<file path="src/rtl/exc_pkg.sv">
package exc_pkg;
   typedef enum logic [1:0] {
      SRC_NONE = 2'd0,
      SRC_IRQ  = 2'd1,
      SRC_ILL  = 2'd2,
      SRC_OVF  = 2'd3
   } exc_src_e;

   localparam int CAUSE_IRQ = 0;
   localparam int CAUSE_ILL = 1;
   localparam int CAUSE_OVF = 2;

   // stage index: 0 fetch, 1 decode, 2 execute
   localparam int NUM_STAGES = 3;
   localparam int STG_ID     = 1;
   localparam int STG_EX     = 2;
endpackage

</file>
<file path="src/rtl/exc_arbiter.sv">
module exc_arbiter
   import exc_pkg::*;
(
   input  logic     id_valid,
   input  logic     id_illegal,
   input  logic     ex_valid,
   input  logic     ex_ovf,
   input  logic     irq_req,
   output exc_src_e src
);
   logic ovf_hit;
   logic ill_hit;

   assign ovf_hit = ex_valid & ex_ovf;
   assign ill_hit = id_valid & id_illegal;

   // oldest instruction first; interrupt only on a clean cycle
   always_comb begin
      if (ovf_hit)      src = SRC_OVF;
      else if (ill_hit) src = SRC_ILL;
      else if (irq_req) src = SRC_IRQ;
      else              src = SRC_NONE;
   end
endmodule

</file>
<file path="src/rtl/exc_squash.sv">
module exc_squash
   import exc_pkg::*;
#(
   parameter int IW           = 32,
   parameter int CTW          = 8,
   parameter bit IRQ_EX_DRAIN = 1'b1
) (
   input  exc_src_e             src,
   input  logic [IW-1:0]        id_instr,
   input  logic [CTW-1:0]       ex_ctrl,
   output logic [NUM_STAGES-1:0] flush_vec,
   output logic [IW-1:0]        id_instr_out,
   output logic [CTW-1:0]       ex_ctrl_out
);
   localparam int DW = $clog2(NUM_STAGES);

   logic          active;
   logic [DW-1:0] depth;
   logic [DW-1:0] irq_depth;

   generate
      if (IRQ_EX_DRAIN) begin : g_irq_let_ex
         assign irq_depth = DW'(STG_ID);
      end else begin : g_irq_kill_ex
         assign irq_depth = DW'(STG_EX);
      end
   endgenerate

   always_comb begin
      active = (src != SRC_NONE);
      unique case (src)
         SRC_OVF: depth = DW'(STG_EX);
         SRC_ILL: depth = DW'(STG_ID);
         SRC_IRQ: depth = irq_depth;
         default: depth = '0;
      endcase
   end

   // every stage at or younger than the faulting depth is squashed
   generate
      for (genvar s = 0; s < NUM_STAGES; s++) begin : g_stage
         assign flush_vec[s] = active && (DW'(s) <= depth);
      end
   endgenerate

   assign id_instr_out = flush_vec[STG_ID] ? '0 : id_instr;
   assign ex_ctrl_out  = flush_vec[STG_EX] ? '0 : ex_ctrl;
endmodule

</file>
<file path="src/rtl/exc_record.sv">
module exc_record
   import exc_pkg::*;
#(
   parameter int AW           = 32,
   parameter int CAUSE_W      = 4,
   parameter bit IRQ_EX_DRAIN = 1'b1
) (
   input  logic               clk,
   input  logic               rst_n,
   input  exc_src_e           src,
   input  logic [AW-1:0]      if_pc,
   input  logic               id_valid,
   input  logic [AW-1:0]      id_pc,
   input  logic               ex_valid,
   input  logic [AW-1:0]      ex_pc,
   output logic [AW-1:0]      epc,
   output logic [CAUSE_W-1:0] cause
);
   logic [AW-1:0] irq_pc;
   logic [AW-1:0] behind_ex_pc;

   assign behind_ex_pc = id_valid ? id_pc : if_pc;

   // resume at the oldest instruction that will not complete
   generate
      if (IRQ_EX_DRAIN) begin : g_irq_pc_drain
         assign irq_pc = behind_ex_pc;
      end else begin : g_irq_pc_kill
         assign irq_pc = ex_valid ? ex_pc : behind_ex_pc;
      end
   endgenerate

   always_ff @(posedge clk) begin
      if (!rst_n) begin
         epc   <= '0;
         cause <= '0;
      end else begin
         unique case (src)
            SRC_OVF: begin
               epc   <= ex_pc;
               cause <= CAUSE_W'(CAUSE_OVF);
            end
            SRC_ILL: begin
               epc   <= id_pc;
               cause <= CAUSE_W'(CAUSE_ILL);
            end
            SRC_IRQ: begin
               epc   <= irq_pc;
               cause <= CAUSE_W'(CAUSE_IRQ);
            end
            default: ;
         endcase
      end
   end
endmodule

</file>
<file path="src/rtl/exc_flush_ctrl.sv">
module exc_flush_ctrl
   import exc_pkg::*;
#(
   parameter int            AW           = 32,
   parameter int            IW           = 32,
   parameter int            CTW          = 8,
   parameter int            CAUSE_W      = 4,
   parameter logic [AW-1:0] HANDLER_ADDR = AW'(32'h4000_0040),
   parameter bit            IRQ_EX_DRAIN = 1'b1
) (
   input  logic               clk,
   input  logic               rst_n,
   input  logic [AW-1:0]      if_pc,
   input  logic [AW-1:0]      seq_pc,
   input  logic               id_valid,
   input  logic [AW-1:0]      id_pc,
   input  logic [IW-1:0]      id_instr,
   input  logic               id_illegal,
   input  logic               ex_valid,
   input  logic [AW-1:0]      ex_pc,
   input  logic [CTW-1:0]     ex_ctrl,
   input  logic               ex_ovf,
   input  logic               irq_req,
   output logic [AW-1:0]      next_pc,
   output logic               redirect,
   output logic               flush_if,
   output logic               flush_id,
   output logic               flush_ex,
   output logic [IW-1:0]      id_instr_out,
   output logic [CTW-1:0]     ex_ctrl_out,
   output logic [AW-1:0]      epc,
   output logic [CAUSE_W-1:0] cause
);
   generate
      if (AW < 2)        begin : g_bad_aw    $error("AW too small");            end
      if (IW < 1)        begin : g_bad_iw    $error("IW must be positive");     end
      if (CTW < 1)       begin : g_bad_ctw   $error("CTW must be positive");    end
      if (CAUSE_W < 2)   begin : g_bad_cause $error("CAUSE_W must hold 0..2");  end
      if (HANDLER_ADDR[1:0] != 2'b00) begin : g_bad_handler
         $error("HANDLER_ADDR must be word aligned");
      end
   endgenerate

   exc_src_e              src;
   logic [NUM_STAGES-1:0] flush_vec;

   exc_arbiter u_arb (
      .id_valid   (id_valid),
      .id_illegal (id_illegal),
      .ex_valid   (ex_valid),
      .ex_ovf     (ex_ovf),
      .irq_req    (irq_req),
      .src        (src)
   );

   exc_squash #(.IW(IW), .CTW(CTW), .IRQ_EX_DRAIN(IRQ_EX_DRAIN)) u_squash (
      .src          (src),
      .id_instr     (id_instr),
      .ex_ctrl      (ex_ctrl),
      .flush_vec    (flush_vec),
      .id_instr_out (id_instr_out),
      .ex_ctrl_out  (ex_ctrl_out)
   );

   exc_record #(.AW(AW), .CAUSE_W(CAUSE_W), .IRQ_EX_DRAIN(IRQ_EX_DRAIN)) u_rec (
      .clk      (clk),
      .rst_n    (rst_n),
      .src      (src),
      .if_pc    (if_pc),
      .id_valid (id_valid),
      .id_pc    (id_pc),
      .ex_valid (ex_valid),
      .ex_pc    (ex_pc),
      .epc      (epc),
      .cause    (cause)
   );

   assign flush_if = flush_vec[0];
   assign flush_id = flush_vec[STG_ID];
   assign flush_ex = flush_vec[STG_EX];
   assign redirect = (src != SRC_NONE);
   assign next_pc  = redirect ? HANDLER_ADDR : seq_pc;
endmodule

</file>
<file path="config.mk">
export PLATFORM = sky130hd
export DESIGN_NAME = exc_flush_ctrl
export DESIGN_NICKNAME = d
export VERILOG_FILES = /design/src/rtl/exc_pkg.sv /design/src/rtl/exc_arbiter.sv /design/src/rtl/exc_squash.sv /design/src/rtl/exc_record.sv /design/src/rtl/exc_flush_ctrl.sv
export SDC_FILE = /design/constraint.sdc
export NUM_CORES = 1
export LEC_CHECK = 0
export ABC_AREA = 1
export CAP_MARGIN = 15
export CORE_ASPECT_RATIO = 0.5
export CORE_MARGIN = 2
export CORE_UTILIZATION = 31
export CTS_CLUSTER_SIZE = 40
export DETAILED_ROUTE_END_ITERATION = 12
export PLACE_DENSITY = 0.87
export SYNTH_ARGS = -nofsm -noshare
export SYNTH_HDL_FRONTEND = slang
export SYNTH_SLANG_ARGS = --single-unit
</file>
<file path="constraint.sdc">
create_clock -name clk -period 1.76 [get_ports clk]
set_input_delay 0.352 -clock clk [delete_from_list [all_inputs] [get_ports clk]]
set_output_delay 0.352 -clock clk [all_outputs]
set_load 0.01 [all_outputs]
</file>
==> summary.txt <==
Run status
  – Status: complete, no violations

GRT
  – Gr usage total: 0.243
  – Global-route wire length before repair: 20200 um
  – Vias in the first global route: 4087
  – Initial antenna violation count: 0
  – Grt total ovfl: 0
  – Largest net degree at the start of global routing: 34

Layout
  – Commonest non-fill, non-tap cell in the layout: clkdlybuf4s50_1
  – Nets: 1028
  – Commonest non-fill, non-tap cells in the layout: clkdlybuf4s50_1, nand2_1, nor2_1, inv_1, buf_2
  – Antenna cell count: 0
  – Share of cells above drive strength 1: 0.171
  – Layout area overhead: 100%
  – Final design utilization: 0.637
  – Design Area, Final: 6000 um2

Timing
  – WHS: 0.471 ns
  – Setup Viol. Count Final: 0
  – Final setup TNS: 0 ns
  – Clock Skew: 0 ns
  – Final min period: 1.73 ns
  – Worst setup margin: 0.0265 ns
  – Fmax: 577 MHz
  – Final period util: 0.985
  – Hold Violations, Final: 0
  – Pins over their slew limit: 0
  – RSZ-0062 raised after global routing: true

Logic synthesis
  – Syn avg cell area: 5.24 um2
  – Post-synthesis sequential area ratio: 0.227
  – Syn Inst Count: 572
  – Synth cell types: 19
  – Synth warn: 0
  – Mapped Area: 3000 um2
  – Yosys reg bits: 34

Placed design
  – Dpl cell area: 5940 um2
  – PortBufs: 284
  – Dpl ws: -0.599 ns
  – GP Congestion: 0.838
  – HPWL after detailed placement: 10200 um

Route
  – Final WL: 13300 um
  – Initial DRC Count: 275
  – Initial DRT Pass Iterations: 5
  – Via count: 4440
  – Via density per instance: 4.49
  – DR DRC count: 0
  – Routed Antenna Nets: 0
  – WL/cell: 13.5 um

Worst setup path
  – CP Cell Sequence: dlygate4sd2_1, nand2_2, nand3_4, buf_12, buf_16, nor2_1, buf_2
  – Critical path fanouts, max: 12
  – Delay-heaviest family, CP: buffers and inverters
  – Critical Path Slowest Stage Cell: dlygate4sd2_1
  – Worst Path Arrival: 1.38 ns
  – Buf/Inv on CP: 4
  – Critical Path Start Type: input port
  – Crit end category: primary output
  – CP Class: in2out
  – Critical Path Max Stage Delay: 0.24 ns
  – R2R setup slack: 1.09 ns
  – Critical Path RT: 1.41 ns

CTS
  – Clock Sinks: 34
  – CTS Buffer Depth: 2
  – TritonCTS clock tree: done
  – Num CTS Buffers: 5
  – Worst skew pair latency: 0.28 ns
  – H-tree levels: 2
  – Hold-fix buffers at CTS: 0
  – Clk Tree Root Cell: clkbuf_16
  – Clock transition at path regs: 0.06 ns

Job
  – Max_cap viols: 0

Floorplan
  – Width of the die: 143 um
  – Die area: 10500 um2
  – I/O pins: 287
  – Initial core utilization: 0.319
  – Core area: 9420 um2
  – Die height: 73.6 um
  – FP Rows: 25

Pwr
  – Comb power frac: 0.441
  – Leak Pwr: 3.20 nW
  – Sw frac: 0.315
  – Pint: 2.18 mW
  – Peak VDD IR: 526 uV
  – PwrDens: 531 nW/um2
  – Sw Pwr: 1.00 mW
  – Clock share of power: 0.282
  – Register share of total power: 0.276

Hold path
  – Min-Delay Path Class: reg2reg
-- path summary, 6_finish.rpt --
check,start,endpoint,cells past startpoint
setup / recovery,ex_ovf,id_instr_out[15],7
hold / removal,u_rec.cause[0],u_rec.cause[0],2
setup reg to reg,u_rec.epc[9],u_rec.epc[9],4
hold reg to reg,u_rec.cause[0],u_rec.cause[0],2
-- cell usage after synthesis --
library cell,n,area share
buf_2,15,0.025
buf_6,9,0.034
a21oi_1,2,0.0033
inv_1,92,0.12
dfxtp_1,34,0.23
nand2_4,2,0.0075
clkbuf_1,9,0.011
buf_4,8,0.020
nand2_1,155,0.19
nand3_2,2,0.0067
inv_2,9,0.011
or2_2,2,0.0042
nor2_1,134,0.17
a31oi_1,20,0.042
clkinv_1,1,0.0013
nand3_1,56,0.093
o21ai_0,20,0.033
nand2_2,1,0.0021
conb_1,1,0.0013
-- worst register-to-register path, cell delays in order (launching register included) --
cell	delay, ns
dfxtp_1	0.31
nor2_1	0.10
nor2_1	0.05
nand2_1	0.08
inv_1	0.03
-- metrics by stage --
| step | power, mW | std cells |
|---|---|---|
| floorplan | 1.47 | 573 |
| global placement | 2.27 | 973 |
| detailed placement | 2.30 | 973 |
| CTS | 3.19 | 989 |
| global route | 3.37 | 989 |
| finish | 3.19 | 989 |
-- per-layer routing --
metal | GRT usage | wire [um]
met5 | 0 | 0
met4 | 0.0715 | 335
met3 | 0.0476 | 786
met2 | 0.459 | 6890
met1 | 0.282 | 5300
-- flip-flops by register name (all words and copies together), names as in the netlist --
signal,count
u_rec.cause,2
u_rec.epc,32
-- final cells by class --
| class | count | area (um2) |
|---|---|---|
| inverters | 102 | 392 |
| well taps | 135 | 169 |
| repair buffers | 314 | 2880 |
| clock buffers | 6 | 139 |
| clock inverters | 2 | 12.5 |
| multi-input cells | 396 | 1730 |
| fillers | 841 | 3420 |
| flip-flops and latches | 34 | 681 |
-- logic make-up (layout without fill, tap and decap cells) --
kind of cell | Yosys count | in the layout | synth area share
simple gates | 352 | 352 | 0.476
buf+inv | 143 | 424 | 0.218
flops | 34 | 34 | 0.227
other cells | 1 | 2 | 0.00125
compound gates | 42 | 42 | 0.0784
-- repair_timing --
item                                    4_1_cts  5_1_grt
endpoints found under the setup margin       76       43
buffers inserted                              5        0
cloned                                        4        0
pin swaps                                     4        0
resized for setup                           300       20
-- power by group through the flow --
stage	clock network [mW]	registers [mW]	logic, mW
floorplan	0	0.929	0.537
global placement	0	0.893	1.38
detailed placement	0	0.897	1.40
CTS	0.912	0.881	1.39
global route	0.949	0.890	1.53
finish	0.899	0.881	1.41
No activity file was read; power rests on OpenSTA's default activity.
